==> src/rtl/vitc_pkg.sv <==
package vitc_pkg;
  typedef enum logic {STD_NTSC = 1'b0, STD_PAL = 1'b1} tv_std_e;

  localparam int unsigned DEF_NTSC_DLY = 150;
  localparam int unsigned DEF_PAL_DLY  = 167;
  localparam int unsigned DEF_BIT_CLKS = 8;
  localparam int unsigned DEF_DATA_W   = 8;
  localparam int unsigned DEF_SYNC_W   = 2;
  localparam int unsigned DEF_GROUPS   = 9;
endpackage

==> src/rtl/vitc_start_timer.sv <==
module vitc_start_timer #(
  parameter int unsigned NTSC_DLY = vitc_pkg::DEF_NTSC_DLY,
  parameter int unsigned PAL_DLY  = vitc_pkg::DEF_PAL_DLY
) (
  input  logic clk,
  input  logic rst_n,
  input  logic hsync_edge,
  input  logic line_en,
  input  logic std_pal,
  output logic fire
);
  localparam int unsigned MAX_DLY = (NTSC_DLY > PAL_DLY) ? NTSC_DLY : PAL_DLY;
  localparam int unsigned CNT_W   = $clog2(MAX_DLY + 1);

  vitc_pkg::tv_std_e std_sel;
  logic              armed;
  logic [CNT_W-1:0]  cnt;

  assign std_sel = vitc_pkg::tv_std_e'(std_pal);
  // a strobe always wins over the end of the delay
  assign fire = armed && (cnt == '0) && !hsync_edge;

  always_ff @(posedge clk) begin
    if (!rst_n) begin
      armed <= 1'b0;
      cnt   <= '0;
    end else if (hsync_edge) begin
      armed <= line_en;
      cnt   <= (std_sel == vitc_pkg::STD_PAL) ? CNT_W'(PAL_DLY - 1) : CNT_W'(NTSC_DLY - 1);
    end else if (fire) begin
      armed <= 1'b0;
    end else if (armed) begin
      cnt <= cnt - 1'b1;
    end
  end
endmodule

==> src/rtl/vitc_bit_sequencer.sv <==
module vitc_bit_sequencer #(
  parameter int unsigned BIT_CLKS = vitc_pkg::DEF_BIT_CLKS,
  parameter int unsigned GRP_BITS = vitc_pkg::DEF_SYNC_W + vitc_pkg::DEF_DATA_W,
  parameter int unsigned GROUPS   = vitc_pkg::DEF_GROUPS,
  localparam int unsigned PH_W    = $clog2(BIT_CLKS),
  localparam int unsigned GW      = $clog2(GROUPS),
  localparam int unsigned PW      = $clog2(GRP_BITS)
) (
  input  logic          clk,
  input  logic          rst_n,
  input  logic          fire,
  input  logic          abort,
  output logic          active,
  output logic [PH_W-1:0] phase,
  output logic [PW-1:0] pos,
  output logic          load,
  output logic [GW-1:0] nxt_grp,
  output logic [PW-1:0] nxt_pos,
  output logic          end_line
);
  logic [GW-1:0] grp;
  logic          last_bit, step;

  assign last_bit = (grp == GW'(GROUPS - 1)) && (pos == PW'(GRP_BITS - 1));
  assign step     = active && (phase == PH_W'(BIT_CLKS - 1)) && !abort;
  assign end_line = step && last_bit;
  assign load     = fire || (step && !last_bit);

  always_comb begin
    if (fire) begin
      nxt_grp = '0;
      nxt_pos = '0;
    end else if (pos == PW'(GRP_BITS - 1)) begin
      nxt_grp = grp + 1'b1;
      nxt_pos = '0;
    end else begin
      nxt_grp = grp;
      nxt_pos = pos + 1'b1;
    end
  end

  always_ff @(posedge clk) begin
    if (!rst_n) begin
      active <= 1'b0;
      phase  <= '0;
      grp    <= '0;
      pos    <= '0;
    end else if (abort) begin
      active <= 1'b0;
      phase  <= '0;
    end else if (fire) begin
      active <= 1'b1;
      phase  <= '0;
      grp    <= '0;
      pos    <= '0;
    end else if (active) begin
      if (phase == PH_W'(BIT_CLKS - 1)) begin
        phase <= '0;
        if (last_bit) begin
          active <= 1'b0;
        end else begin
          grp <= nxt_grp;
          pos <= nxt_pos;
        end
      end else begin
        phase <= phase + 1'b1;
      end
    end
  end
endmodule

==> src/rtl/vitc_crc.sv <==
module vitc_crc #(
  parameter int unsigned W = vitc_pkg::DEF_DATA_W
) (
  input  logic         clk,
  input  logic         rst_n,
  input  logic         clear,
  input  logic         en,
  input  logic         din,
  output logic [W-1:0] crc
);
  logic [W-1:0] base;
  assign base = clear ? '0 : crc;

  // x^8 + 1: rotate, folding the incoming bit into the low end
  always_ff @(posedge clk) begin
    if (!rst_n)  crc <= '0;
    else if (en) crc <= {base[W-2:0], base[W-1] ^ din};
  end
endmodule

==> src/rtl/vitc_line_serializer.sv <==
module vitc_line_serializer #(
  parameter int unsigned NTSC_DLY = vitc_pkg::DEF_NTSC_DLY,
  parameter int unsigned PAL_DLY  = vitc_pkg::DEF_PAL_DLY,
  parameter int unsigned BIT_CLKS = vitc_pkg::DEF_BIT_CLKS,
  parameter int unsigned DATA_W   = vitc_pkg::DEF_DATA_W,
  parameter int unsigned SYNC_W   = vitc_pkg::DEF_SYNC_W,
  parameter int unsigned GROUPS   = vitc_pkg::DEF_GROUPS,
  localparam int unsigned ADDR_W  = $clog2(GROUPS - 1)
) (
  input  logic              clk,
  input  logic              rst_n,
  input  logic              std_pal,
  input  logic              line_en,
  input  logic              hsync_edge,
  output logic              mem_rd,
  output logic [ADDR_W-1:0] mem_addr,
  input  logic [DATA_W-1:0] mem_rdata,
  output logic              key_fill,
  output logic              key_on
);
  localparam int unsigned GRP_BITS = SYNC_W + DATA_W;
  localparam int unsigned GW       = $clog2(GROUPS);
  localparam int unsigned PW       = $clog2(GRP_BITS);
  localparam int unsigned PH_W     = $clog2(BIT_CLKS);
  localparam int unsigned DI_W     = $clog2(DATA_W);

  logic              fire, seq_active, load, end_line;
  logic [PH_W-1:0]   phase;
  logic [PW-1:0]     cur_pos, nxt_pos;
  logic [GW-1:0]     nxt_grp;
  logic [DATA_W-1:0] crc, src_byte, shreg;
  logic [DI_W-1:0]   data_idx;
  logic              nxt_bit, crc_group, in_check_data, first_data;

  vitc_start_timer #(.NTSC_DLY(NTSC_DLY), .PAL_DLY(PAL_DLY)) u_timer (
    .clk(clk), .rst_n(rst_n), .hsync_edge(hsync_edge), .line_en(line_en),
    .std_pal(std_pal), .fire(fire)
  );

  vitc_bit_sequencer #(.BIT_CLKS(BIT_CLKS), .GRP_BITS(GRP_BITS), .GROUPS(GROUPS)) u_seq (
    .clk(clk), .rst_n(rst_n), .fire(fire), .abort(hsync_edge),
    .active(seq_active), .phase(phase), .pos(cur_pos), .load(load),
    .nxt_grp(nxt_grp), .nxt_pos(nxt_pos), .end_line(end_line)
  );

  assign crc_group     = (nxt_grp == GW'(GROUPS - 1));
  assign in_check_data = crc_group && (nxt_pos >= PW'(SYNC_W));
  assign first_data    = (nxt_pos == PW'(SYNC_W));
  assign src_byte      = crc_group ? crc : mem_rdata;
  assign data_idx      = DI_W'(nxt_pos - PW'(SYNC_W));

  always_comb begin
    if (nxt_pos == PW'(0))      nxt_bit = 1'b1;
    else if (nxt_pos < PW'(SYNC_W)) nxt_bit = 1'b0;
    else if (first_data)        nxt_bit = src_byte[0];
    else                        nxt_bit = shreg[data_idx];
  end

  vitc_crc #(.W(DATA_W)) u_crc (
    .clk(clk), .rst_n(rst_n), .clear(fire), .en(load && !in_check_data),
    .din(nxt_bit), .crc(crc)
  );

  always_ff @(posedge clk) begin
    if (!rst_n) begin
      key_on   <= 1'b0;
      key_fill <= 1'b0;
      shreg    <= '0;
      mem_rd   <= 1'b0;
      mem_addr <= '0;
    end else begin
      mem_rd <= 1'b0;
      if (hsync_edge || end_line) begin
        key_on   <= 1'b0;
        key_fill <= 1'b0;
      end else if (load) begin
        key_on   <= 1'b1;
        key_fill <= nxt_bit;
        if (first_data) shreg <= src_byte;
        if ((nxt_pos == PW'(0)) && !crc_group) begin
          mem_rd   <= 1'b1;
          mem_addr <= nxt_grp[ADDR_W-1:0];
        end
      end
    end
  end

  assert_fill_gated_R9: assert property (@(posedge clk) disable iff (!rst_n)
    !key_on |-> !key_fill);

  assert_sync_one_R4: assert property (@(posedge clk) disable iff (!rst_n)
    (seq_active && cur_pos == PW'(0)) |-> key_fill);

  assert_sync_zero_R4: assert property (@(posedge clk) disable iff (!rst_n)
    (seq_active && cur_pos == PW'(1)) |-> !key_fill);

  assert_bit_hold_R3: assert property (@(posedge clk) disable iff (!rst_n)
    (seq_active && phase != '0) |-> ($stable(key_fill) && $stable(key_on)));

  assert_abort_drop_R8: assert property (@(posedge clk) disable iff (!rst_n)
    hsync_edge |=> !key_on);

  assert_read_at_sync_R5: assert property (@(posedge clk) disable iff (!rst_n)
    mem_rd |-> (key_on && key_fill));

  assert_start_quiet_R2: assert property (@(posedge clk) disable iff (!rst_n)
    fire |-> !key_on);
endmodule

==> config.mk <==
export PLATFORM = sky130hd
export DESIGN_NAME = vitc_line_serializer
export DESIGN_NICKNAME = d
export VERILOG_FILES = /design/src/rtl/vitc_pkg.sv /design/src/rtl/vitc_start_timer.sv /design/src/rtl/vitc_bit_sequencer.sv /design/src/rtl/vitc_crc.sv /design/src/rtl/vitc_line_serializer.sv
export SDC_FILE = /design/constraint.sdc
export NUM_CORES = 1
export LEC_CHECK = 0
export ABC_AREA = 1
export CAP_MARGIN = 20
export CORE_ASPECT_RATIO = 1.5
export CORE_MARGIN = 2
export CORE_UTILIZATION = 35
export CTS_BUF_LIST = sky130_fd_sc_hd__clkbuf_4
export CTS_CLUSTER_DIAMETER = 200
export DETAILED_ROUTE_END_ITERATION = 10
export DONT_BUFFER_PORTS = 1
export GPL_TIMING_DRIVEN = 0
export SETUP_SLACK_MARGIN = 0.1
export SYNTH_ARGS = -nofsm -noshare
export SYNTH_HDL_FRONTEND = slang
export SYNTH_SLANG_ARGS = --single-unit
==> constraint.sdc <==
create_clock -name clk -period 3 [get_ports clk]
set_clock_uncertainty 0.15 [all_clocks]
set_input_delay 0.6 -clock clk [delete_from_list [all_inputs] [get_ports clk]]
set_output_delay 0.6 -clock clk [all_outputs]
set_load 0.05 [all_outputs]
Word-level counts from Yosys, hierarchy flattened --
Cells that the tools add are included. W data, S select, Z words.
Word-level totals: output and inout bits 6, input port bits 13, bits in registers 43
Cells by class: magnitude comparators 3, add/sub/neg operators 5, multiplexer cells 31, bitwise logic cells 5, eq/ne operators 7, reductions and logical operators 30
Operator list (count):
- $mux W4 | 12
- $mux W8 | 5
- $eq A4 B4 Y1 const B | 3
- $mux W1 | 11
- $logic_and A1 B1 Y1 | 10
- $add A4 B1 Y4 const B | 2
- $logic_not A8 Y1 | 1
- $reduce_bool A2 Y1 | 4
- $sub A8 B1 Y8 const B | 1
- $mux W6 | 1
- $reduce_and A3 Y1 | 2
- $reduce_or A3 Y1 | 2
- $eq A4 B2 Y1 const B | 1
- $ge A4 B2 Y1 const B | 1
- $logic_not A1 Y1 | 4
- $logic_not A4 Y1 | 1
- $lt A3 B4 Y1 const B | 1
- $lt A4 B2 Y1 const B | 1
- $not A1 Y1 | 4
- $reduce_and A4 Y1 | 1
- $reduce_or A2 Y1 | 2
- $add A3 B1 Y3 const B | 1
- $bmux W1 S3 | 1
- $eq A3 B3 Y1 const B | 1
- 7 further kinds | 8

Depth between registers and ports, before layout --
Gate-level depths: netlist (run 1).
depth after elaboration 11, mapped depth 18

By module --
A second synthesis (run 1) with hierarchy kept.
Second synthesis, totals: cells, all modules 354, area total of the unflattened synthesis 2446.1 µm²
Modules (own cells, without submodules):
- vitc_line_serializer | sequential area each 280.3 µm², cells each 112, area an instance 794.5 µm², instances 1
- vitc_bit_sequencer | sequential area each 240.2 µm², cells each 120, area an instance 777.0 µm², instances 1
- vitc_start_timer | sequential area each 180.2 µm², cells each 84, area an instance 558.0 µm², instances 1
- vitc_crc | sequential area each 160.2 µm², cells each 38, area an instance 316.6 µm², instances 1

Worst setup path before layout (run 1) --
No wires, ideal clock.
path type register to register, start point register u_timer.cnt[0], end point register mem_addr[0], slack 0.961 ns, data required time 2.727 ns, data arrival time 1.766 ns, stages on the path, launching flop included 13, period minus slack after synthesis 2.039 ns, path through dfxtp_1 inv_1 ha_1 nand2_1 nor2_1 nand3_4 buf_6 nand2_1 nand2_2 nor2_4 nand4_1 o21ai_0 a21oi_1
On the way: cells in the longest elaborated chain, start to end 8
RTL lines:
- start, declared | line vitc_start_timer.sv:17 | logic [CNT_W-1:0] cnt;
- start signal, assigned | line vitc_start_timer.sv:29 | cnt <= (std_sel == vitc_pkg::STD_PAL) ? CNT_W'(PAL_DLY - 1) : CNT_W'(NTSC_DLY - 1);
- start signal, assigned | line vitc_start_timer.sv:33 | cnt <= cnt - 1'b1;
- $logic_not A8 Y1 (*) | line vitc_start_timer.sv:21 | assign fire = armed && (cnt == '0) && !hsync_edge;
- $logic_and A1 B1 Y1 (*) (2 in series) | line vitc_start_timer.sv:21
- $mux W4 | line vitc_bit_sequencer.sv:30 | if (fire) begin
- $eq A4 B4 Y1 | line vitc_line_serializer.sv:46 | assign crc_group = (nxt_grp == GW'(GROUPS - 1));
- $logic_not A1 Y1 | line vitc_line_serializer.sv:80 | if ((nxt_pos == PW'(0)) && !crc_group) begin
- $logic_and A1 B1 Y1 | line vitc_line_serializer.sv:80
- $reduce_and A3 Y1 (no source line)
- end signal, assigned | line vitc_line_serializer.sv:82 | mem_addr <= nxt_grp[ADDR_W-1:0];
- end, declared | line vitc_line_serializer.sv:16 | output logic [ADDR_W-1:0] mem_addr,
Mark *: on every way between the ends. The rest lies on a longest branch, timed or not. A chain may end at the register's enable or synchronous reset.

Worst setup path in the final report (run 1) --
start point register u_seq.pos[0], end point register shreg[6]
On the way: cells in the longest elaborated chain, start to end 6
RTL lines:
- start, declared | line vitc_bit_sequencer.sv:15 | output logic [PW-1:0] pos,
- start signal, assigned | line vitc_bit_sequencer.sv:63 | pos <= nxt_pos;
- branches (longest 6 deep; another with $add A4 B1 Y4)
- end signal, assigned | line vitc_line_serializer.sv:79 | if (first_data) shreg <= src_byte;
- end, declared | line vitc_line_serializer.sv:31 | logic [DATA_W-1:0] crc, src_byte, shreg;
Several ways; the timed one is not identified.

==> results of run 1 <==
## registers in the layout, indices dropped and copies added, names as in the netlist
| signal | cells |
|---|---|
| key_fill | 1 |
| u_seq.phase | 3 |
| shreg | 8 |
| u_seq.grp | 4 |
| u_seq.pos | 4 |
| u_timer.armed | 1 |
| key_on | 1 |
| u_timer.cnt | 8 |
| mem_rd | 1 |
| mem_addr | 3 |
| u_seq.active | 1 |
| u_crc.crc | 8 |
## power groups by stage
| stage | sequential [mW] | clock [mW] | combinational (mW) |
|---|---|---|---|
| floorplan | 0.609 | 0 | 0.0919 |
| finish | 0.600 | 0.291 | 0.115 |
| global placement | 0.612 | 0 | 0.112 |
| detailed placement | 0.612 | 0 | 0.116 |
| CTS | 0.599 | 0.305 | 0.116 |
| global route | 0.602 | 0.327 | 0.133 |
## cells in the mapped netlist
library cell and count:
a22oi_1 1, nor3_1 3, dfxtp_1 43, nor2_1 23, nor3_2 2, or2_2 1, buf_6 2, a221oi_1 2
a21oi_1 40, nand3_1 26, nand2_1 65, nand3_2 1, nand4_1 5, o21ai_1 4, inv_2 9, nand3_4 1
inv_1 40, nand2_2 6, nand3b_1 2, nor2_2 3, o21ai_2 2, o21ai_4 1, nor2_8 1, ha_1 8
clkbuf_1 5, a211oi_2 3, a211oi_1 3, a31oi_1 2, nand2_4 1, buf_2 2, o21ai_0 16, o211ai_1 3
nor2_4 2, nor3b_1 1
## stage by stage
stage	power, mW	hold slack [ns]	cell area (um2)	utilization (%)
final	1.01	0.208	2500	38.5
after floorplan	0.701	0.294	2340	-
after global routing	1.06	0.194	2500	38.5
after CTS	1.02	0.191	2500	38.5
after detailed placement	0.728	0.306	2440	37.6
after global placement	0.724	0.305	2440	37.6
## metal layers
metal	up-vias	track usage (%)	share of wire, %
li1	1095	-	-
met1	990	17.5	45
met2	28	26.1	50
met3	6	2.81	2.8
met4	0	5.26	1.6
met5	-	0	0
## cell type report
type	count	area [um2]
fillers	712	3990
multi-input cells	228	1250
flip-flops and latches	43	861
inverters	49	184
well taps	76	95.1
plain buffers	9	51.3
clock buffers	5	37.5
clock inverters	3	20.0
## kinds of logic (layout without fill, tap and decap cells)
family / count (synthesis) / after routing
AO/OA/AOI/OAI: 77 / 77
adder cells (fa/ha/maj): 8 / 8
buffers and inverters: 58 / 66
flip-flops: 43 / 43
AND/OR/NAND/NOR: 143 / 143
## worst reg2reg max path, delay by kind of cell, from the launching register on
kind | cells | cell delay [ns]
buf+inv | 2 | 0.36
fa+ha+maj | 1 | 0.23
flops | 1 | 0.42
compound gates | 3 | 0.21
simple gates | 7 | 0.89
## layout by cell type (no fill, tap or decap), drive strengths merged
cell,count
nand4,5
o21ai,23
a31oi,2
nand2,72
nand3,28
inv,49
dfxtp,43
a22oi,1
ha,8
a21oi,40
clkinv,1
a221oi,2
nand3b,2
clkbuf,10
a211oi,6
buf,4
or2,1
nor2,29
o211ai,3
nor3,5
clkinvlp,2
nor3b,1
## worst paths after layout
kind                                    from      endpoint  depth (start not counted)
worst max-delay path            u_seq.pos[0]      shreg[6]                         13
worst min-delay path                   rst_n  u_crc.crc[0]                          2
worst max register to register  u_seq.pos[0]      shreg[6]                         13
worst min register to register      shreg[4]      shreg[4]                          2
==> results.tsv, run 1 <==
stage	metric	value	unit
clocking	cts_setup_buffers	0	
synthesis	ys_ff_latch	43	
synthesis	synth_seq_area_share	36.7	%
setup_path	criticalPathCategory	reg -> reg	
clocking	cts_sinks	43	
setup_path	slowest_stage	dfxtp_1	
setup_path	cp-start-kind	register	
layout	synthToLayoutAreaGrowth	6.51	%
synthesis	syn_nets	350	
routing	viasPerCell	5.13	
timing	fmax	0.419	GHz
clocking	clockBufferDepth	2	
pwr	swShare	28.9	%
setup_path	path_delay_family	simple AND/OR/NAND/NOR gates	
synthesis	yosys.area.top_type_share	36.7	%
timing	fin_crit	2.39	ns
synthesis	yosysUniqueCellTypes	34	
die	start_util	36.1	%
routing	drc	0	
outcome	status	complete, no violations	
place	place_ws	0.599	ns
place	numPortBuffers	0	
synthesis	yosys.area.top_type	dfxtp_1	
routing	wirelength	5.31	mm
global_routing	grt.overflow.total	0	
synthesis	synth_top_family_by_area	simple AND/OR/NAND/NOR gates	
die	coreArea	6490	um2
synthesis	synth-xor-area-share	0	%
setup_path	critPathArrivalTime	2.48	ns
timing	setup_viol_count_final	0	
routing	vias	2119	
place	dpl.hpwl	4.04	mm
timing	slew_headroom	60.3	%
synthesis	yosys.area_share.simple	29.6	%
clocking	numCtsBuffers	5	
synthesis	yosys.area_share.adder	4.27	%
clocking	holdBufCountCts	0	
global_routing	grt_max_degree	15	
setup_path	rrSetupSlack	0.61	ns
clocking	cts_root_buffer	clkbuf_4	
timing	setup_ws	0.615	ns
synthesis	synth.avg_cell_area	7.12	um2
clocking	clk-insertion-delay-late	0.36	ns
pwr	clock_power_share	28.9	%
layout	fin_nets	357	
layout	antenna_cells	0	
synthesis	syn_inst	329	
setup_path	end_kind	register	
synthesis	yosys-mux-area-fraction	0	%
pwr	intPower	0.715	mW
layout	drive_gt1_share	13.4	%
pwr	pwr-share-comb	11.4	%
place	dp_cells	405	
timing	tightest_slew	0.595	ns
flow_run	max_cap_viol_count	0	
die	die_area	7380	um2
setup_path	path_cells	ha_1 > nand2_2 > nor2_8 > nand4_1 > nand4_1 > nand2_4 > inv_2 > nor2_2 > nand2_2 > buf_2 > a21oi_1 > o21ai_1 > a21oi_1	
global_routing	grt_pass1_wl	8.89	mm
synthesis	synth.area.top_cells	dfxtp_1 (37%), nand2_1 (10%), a21oi_1 (8.5%)	
pwr	seqPwrFrac	59.7	%
timing	tns	0	ns
timing	period_share	79.5	%
routing	drt_pass1_iterations	4	
timing	rsz0062_at_grt	no	
setup_path	crit_required	3.10	ns
global_routing	grt_pass1_vias	1980	
synthesis	synth_compound_area_share	19.4	%
clocking	clk_pin_slew	0.14	ns
setup_path	critPathMaxStageDelay	0.42	ns
die	die_h	104	um
clocking	cts_resized	0	
synthesis	synth_area	2340	um2
die	row_count	36	
min_path	holdCritPathClass	in -> reg	
clocking	cts_tree	yes	
layout	instances_no_fill	413	
die	io-pin-count	19	
global_routing	grt.total_usage	14.8	%
routing	post_drt_wl_per_cell	12.9	um
setup_path	cp_max_fo	10	
setup_path	path_buf_inv	2	
timing	maxSlewViolCount	0	
global_routing	grt_antenna_before_repair	0	
place	gp_congestion	0.807	
routing	drtIter0Drc	106	
pwr	vdd_drop_max	0.212	mV
routing	drtAntennaViolNets	0	
die	die_w	70.8	um
pwr	power.density	403	nW/um2
clocking	cts-htree-levels	2	
timing	hold_violations	0	
synthesis	ys_warn_count	0	
pwr	p_sw	0.291	mW
pwr	p_leak	1.02	nW
(Power assumes the default switching activity.)
==> run 2: changes to the inputs <==
==> constraint.sdc (replaced) <==
create_clock -name clk -period 2.02 [get_ports clk]
set_clock_uncertainty 0.15 [all_clocks]
set_input_delay 0.404 -clock clk [delete_from_list [all_inputs] [get_ports clk]]
set_output_delay 0.404 -clock clk [all_outputs]
set_load 0.05 [all_outputs]
==> run 2 against run 1 <==
The run now ends with setup timing left; power rose by 59%; non-clock buffer count rose by 28; fmax rose by 12%; cell count rose by 7.3%; global-route usage rose by 2.6 points; wire length rose by 17%; critical endpoint is now u_crc.crc[6]; highest routed layer unchanged.
==> results.tsv, run 2 (synthesis results as in run 1) <==
stage	metric	value	unit
outcome	status	finished with violations	
outcome	violations	setup timing	
timing	tightest_slew	0.619	ns
layout	fin_nets	386	
timing	setup_ws	-0.118	ns
pwr	p_sw	0.470	mW
pwr	power.density	519	nW/um2
global_routing	grt_antenna_before_repair	1	
place	placed_area	2500	um2
pwr	swShare	29.5	%
setup_path	slowest_stage	dfxtp_2	
layout	fin_area	3080	um2
pwr	p_leak	1.25	nW
die	die_area	7380	um2
routing	post_drt_wl_per_cell	14.0	um
setup_path	cp_max_fo	8	
layout	multiInputGateArea	1530	um2
layout	layout_commonest_cell	nand2_1	
setup_path	critPathArrivalTime	2.29	ns
layout	register_area	878	um2
setup_path	end_kind	register	
global_routing	grt.total_usage	17.4	%
layout	reg_top3	shreg x8, u_crc.crc x8, u_timer.cnt x8	
routing	drtAntennaViolNets	0	
clocking	cts-htree-levels	2	
global_routing	grt_pass1_wl	10.3	mm
clocking	clk-insertion-delay-late	0.37	ns
timing	maxSlewViolCount	0	
pwr	intPower	1.13	mW
die	start_util	36.1	%
timing	hold_violations	0	
setup_path	critPathMaxStageDelay	0.34	ns
routing	drt_pass1_iterations	5	
routing	vias	2293	
pwr	seqPwrFrac	56.0	%
timing	slew_headroom	58.7	%
die	io-pin-count	19	
setup_path	path_cells	inv_2 > ha_4 > nand2_4 > nor2_4 > nand3_4 > nand2_2 > inv_2 > nor2_4 > nand2_4 > o21ai_4 > buf_6 > a21oi_2 > a211oi_2	
clocking	cts_root_buffer	clkbuf_4	
layout	fillers	667	
layout	mostFrequentLayoutCells	nand2_1 (58), inv_1 (34), dfxtp_1 (33)	
place	dpl.hpwl	4.09	mm
global_routing	grt_pass1_vias	2279	
die	row_count	36	
global_routing	grt.overflow.total	0	
die	die_w	70.8	um
pwr	clock_power_share	28.3	%
die	die_h	104	um
die	coreArea	6490	um2
clocking	cts_tree	yes	
min_path	holdCritPathClass	in -> reg	
timing	fmax	0.468	GHz
layout	synthToLayoutAreaGrowth	31.2	%
clocking	clk_pin_slew	0.13	ns
routing	drtIter0Drc	111	
clocking	clockBufferDepth	2	
clocking	numCtsBuffers	5	
pwr	pwr-share-comb	15.8	%
setup_path	cp-start-kind	register	
clocking	cts_sinks	43	
setup_path	crit_required	2.17	ns
global_routing	grt_max_degree	14	
timing	period_share	106	%
timing	fin_crit	2.14	ns
setup_path	criticalPathCategory	reg -> reg	
pwr	vdd_drop_max	0.261	mV
place	place_ws	-0.236	ns
place	numPortBuffers	0	
routing	wirelength	6.22	mm
routing	viasPerCell	5.18	
timing	rsz0062_at_grt	yes	
flow_run	max_cap_viol_count	0	
place	gp_congestion	0.804	
routing	drc	0	
layout	drive_gt1_share	35.0	%
timing	setup_viol_count_final	18	
timing	hold_slack	0.00378	ns
==> run 2: cell count changes in the layout (fill, tap and decap cells not counted), sizes merged <==
cell | before | now
buf | 4 | 31
clkinvlp | 2 | 1
nor2 | 29 | 30
diode | 0 | 1
dlygate4sd3 | 0 | 2
==> run 2: repair_timing <==
item	CTS	global route
buffers inserted	15	9
setup endpoints to repair	35	40
pin swaps	19	22
hold buffers	1	1
hold endpoints to repair	3	1
gates cloned	4	0
resized for setup	44	38
==> run 2: through the flow <==
step	power, mW	utilization [%]	TNS [ns]	std cells
after floorplan	1.04	-	0	329
after global placement	1.08	38.5	-2.96	405
after detailed placement	1.08	38.5	-3.33	405
after CTS	1.57	44.4	-0.441	433
after global routing	1.69	47.4	-4.00	443
final	1.60	47.4	-1.05	443
==> run 2: worst paths after layout <==
path              cells after the start      startpoint  slack, ns      endpoint
setup / recovery                     13  u_timer.cnt[0]      -0.12  u_crc.crc[6]
hold / removal                        2           rst_n      0.004  u_seq.grp[0]
setup reg to reg                     13  u_timer.cnt[0]      -0.12  u_crc.crc[6]
hold reg to reg                       2        shreg[7]       0.32      shreg[7]
==> run 2: power groups by stage <==
stage               clock, mW  sequential [mW]  combinational, mW
CTS                     0.462            0.891              0.215
finish                  0.452            0.894              0.252
detailed placement          0            0.909              0.175
floorplan                   0            0.905              0.140
global route            0.513            0.899              0.282
global placement            0            0.909              0.172
==> run 2: worst max-delay path: cells and delay by family (launching register included) <==
family	cells	cell delay, ns
AND/OR/NAND/NOR	6	0.71
AO/OA/AOI/OAI	3	0.45
flip-flops	1	0.34
adder cells (fa/ha/maj)	1	0.14
buffers and inverters	3	0.26
==> run 2: area by class of cell <==
| type | instances | area share, % |
|---|---|---|
| Inverter | 49 | 6.39 |
| Clock buffer | 6 | 1.46 |
| Multi-Input combinational cell | 229 | 49.7 |
| Buffer | 9 | 2.28 |
| Tap cell | 76 | 3.09 |
| Timing Repair Buffer | 28 | 8.06 |
| Sequential cell | 43 | 28.6 |
| Clock inverter | 2 | 0.407 |
| Antenna cell | 1 | 0.0814 |
==> run 2: layer usage <==
| layer | routed length, um | up-vias | track usage [%] |
|---|---|---|---|
| met4 | 208 | 0 | 10.8 |
| met5 | 0 | - | 0 |
| li1 | - | 1166 | - |
| met3 | 271 | 15 | 3.59 |
| met1 | 2480 | 1060 | 18.7 |
| met2 | 3260 | 52 | 30.4 |
==> run 3: changes to the inputs <==
==> constraint.sdc (replaced) <==
create_clock -name clk -period 2.6 [get_ports clk]
set_clock_uncertainty 0.15 [all_clocks]
set_input_delay 0.52 -clock clk [delete_from_list [all_inputs] [get_ports clk]]
set_output_delay 0.52 -clock clk [all_outputs]
set_load 0.05 [all_outputs]
==> run 3 against run 2 <==
The run now ends clean; first-iteration DRC count rose by 11%; wire length decreased by 14%; power down 27%; worst setup slack better by 0.41 ns; count of clock-buffer cells in the layout down 1; combinational power fell by 47%; global-route usage down 2.6 points; core utilization down 8.2 points; critical path depth is the same.
==> results.tsv, run 3 (synthesis results as in run 1) <==
stage	metric	value	unit
min_path	holdCritPathClass	in -> reg	
timing	fin_crit	2.31	ns
setup_path	criticalPathCategory	reg -> reg	
timing	tns	0	ns
clocking	numCtsBuffers	5	
layout	fillers	707	
layout	multiInputGateArea	1260	um2
pwr	power.density	458	nW/um2
global_routing	grt_antenna_before_repair	0	
layout	drive_gt1_share	15.5	%
min_path	whs_endpoint	u_crc.crc[0]	
clocking	clk_pin_slew	0.14	ns
layout	register_area	863	um2
layout	layout_commonest_cell	nand2_1	
die	die_h	104	um
place	numPortBuffers	0	
clocking	cts_tree	yes	
pwr	clock_power_share	29.1	%
routing	drtIter0Drc	123	
pwr	intPower	0.825	mW
global_routing	grt.total_usage	14.8	%
timing	period_share	88.8	%
clocking	cts-htree-levels	2	
setup_path	slowest_stage	dfxtp_2	
setup_path	path_delay_family	simple AND/OR/NAND/NOR gates	
die	row_count	36	
die	die_w	70.8	um
global_routing	grt_pass1_wl	8.89	mm
layout	antenna_cells	0	
routing	post_drt_wl_per_cell	12.8	um
layout	fin_nets	361	
timing	slew_headroom	60.0	%
setup_path	end_kind	register	
routing	drt_pass1_iterations	4	
timing	setup_viol_count_final	0	
die	coreArea	6490	um2
global_routing	grt.overflow.total	0	
timing	setup_ws	0.292	ns
place	dp_cells	405	
layout	synthToLayoutAreaGrowth	8.49	%
clocking	clk-insertion-delay-late	0.37	ns
min_path	min_path_cells	2	
timing	fmax	0.433	GHz
pwr	vdd_drop_max	0.263	mV
setup_path	path_cells	ha_1 > nand2_2 > nor2_8 > nand4_1 > nand4_1 > nand2_4 > inv_2 > nor2_4 > nand2_2 > clkbuf_4 > a21oi_1 > o21ai_1 > a21oi_1	
place	placed_area	2440	um2
pwr	p_leak	1.04	nW
timing	tightest_slew	0.599	ns
setup_path	r2r_start	u_seq.pos[0]	
routing	drtAntennaViolNets	0	
pwr	seqPwrFrac	59.4	%
setup_path	critPathMaxStageDelay	0.39	ns
setup_path	cp-start-kind	register	
layout	instances_no_fill	417	
timing	hold_slack	0.124	ns
setup_path	cp_max_fo	10	
layout	mostFrequentLayoutCells	nand2_1 (65), dfxtp_1 (41), inv_1 (40)	
pwr	pwr-share-comb	11.5	%
setup_path	path_buf_inv	2	
routing	vias	2117	
setup_path	r2r_cells	13	
pwr	swShare	29.2	%
timing	rsz0062_at_grt	no	
place	gp_congestion	0.807	
pwr	p_sw	0.339	mW
clocking	cts_root_buffer	clkbuf_4	
min_path	holdCritStartpoint	rst_n	
clocking	holdBufCountCts	0	
die	die_area	7380	um2
setup_path	rrSetupSlack	0.29	ns
routing	drc	0	
timing	hold_violations	0	
setup_path	r2r-end	shreg[7]	
routing	viasPerCell	5.08	
die	io-pin-count	19	
flow_run	max_cap_viol_count	0	
setup_path	crit_required	2.70	ns
setup_path	critPathArrivalTime	2.41	ns
die	start_util	36.1	%
timing	maxSlewViolCount	0	
place	dpl.hpwl	4.04	mm
global_routing	grt_max_degree	15	
clocking	clockBufferDepth	2	
routing	wirelength	5.34	mm
outcome	status	complete, no violations	
layout	reg_top3	shreg x8, u_crc.crc x8, u_timer.cnt x8	
clocking	cts_sinks	43	
global_routing	grt_pass1_vias	1980	
place	place_ws	0.199	ns
layout	fin_area	2540	um2
run 3: repair_timing:
item                       4_1_cts  5_1_grt
setup buffers                    0        4
setup endpoints to repair        0       13
resized for setup                0        6
run 3: cell type report:
class / instances / area share [%]
inverters: 49 / 7.23
repair buffers: 4 / 1.18
clock inverters: 3 / 0.787
multi-input cells: 228 / 49.5
clock buffers: 5 / 1.48
plain buffers: 9 / 2.12
flip-flops and latches: 43 / 34.0
well taps: 76 / 3.74
run 3: routing by layer:
layer  share of wire [%]  global-route usage, %  routed length (um)
met3                 3.1                   2.81                 164
met1                  46                   17.5                2430
met4                 1.6                   5.26                  84
met2                  50                   26.1                2660
met5                   0                      0                   0
run 3: power by group through the flow:
stage / combinational [mW] / clock [mW] / sequential [mW]
floorplan: 0.106 / 0 / 0.703
global placement: 0.130 / 0 / 0.706
detailed placement: 0.134 / 0 / 0.706
CTS: 0.134 / 0.352 / 0.692
global route: 0.154 / 0.377 / 0.694
finish: 0.134 / 0.338 / 0.692
run 3: worst max path at each step:
stage | from | endpoint | slack, ns | depth (start not counted)
2_1_floorplan | u_timer.cnt[0] | mem_addr[0] | 0.56 | 12
3_3_place_gp | u_seq.pos[0] | shreg[6] | 0.23 | 13
3_5_place_dp | u_seq.pos[0] | shreg[6] | 0.20 | 13
4_1_cts | u_seq.pos[0] | shreg[6] | 0.19 | 13
5_1_grt | u_seq.pos[0] | shreg[4] | 0.12 | 13
6_report | u_seq.pos[0] | shreg[7] | 0.29 | 13
run 3: stage by stage:
stage	util (%)	power, mW
3_3_place_gp	37.6	0.835
6_report	39.2	1.16
2_1_floorplan	-	0.809
3_5_place_dp	37.6	0.840
4_1_cts	38.5	1.18
5_1_grt	39.2	1.23
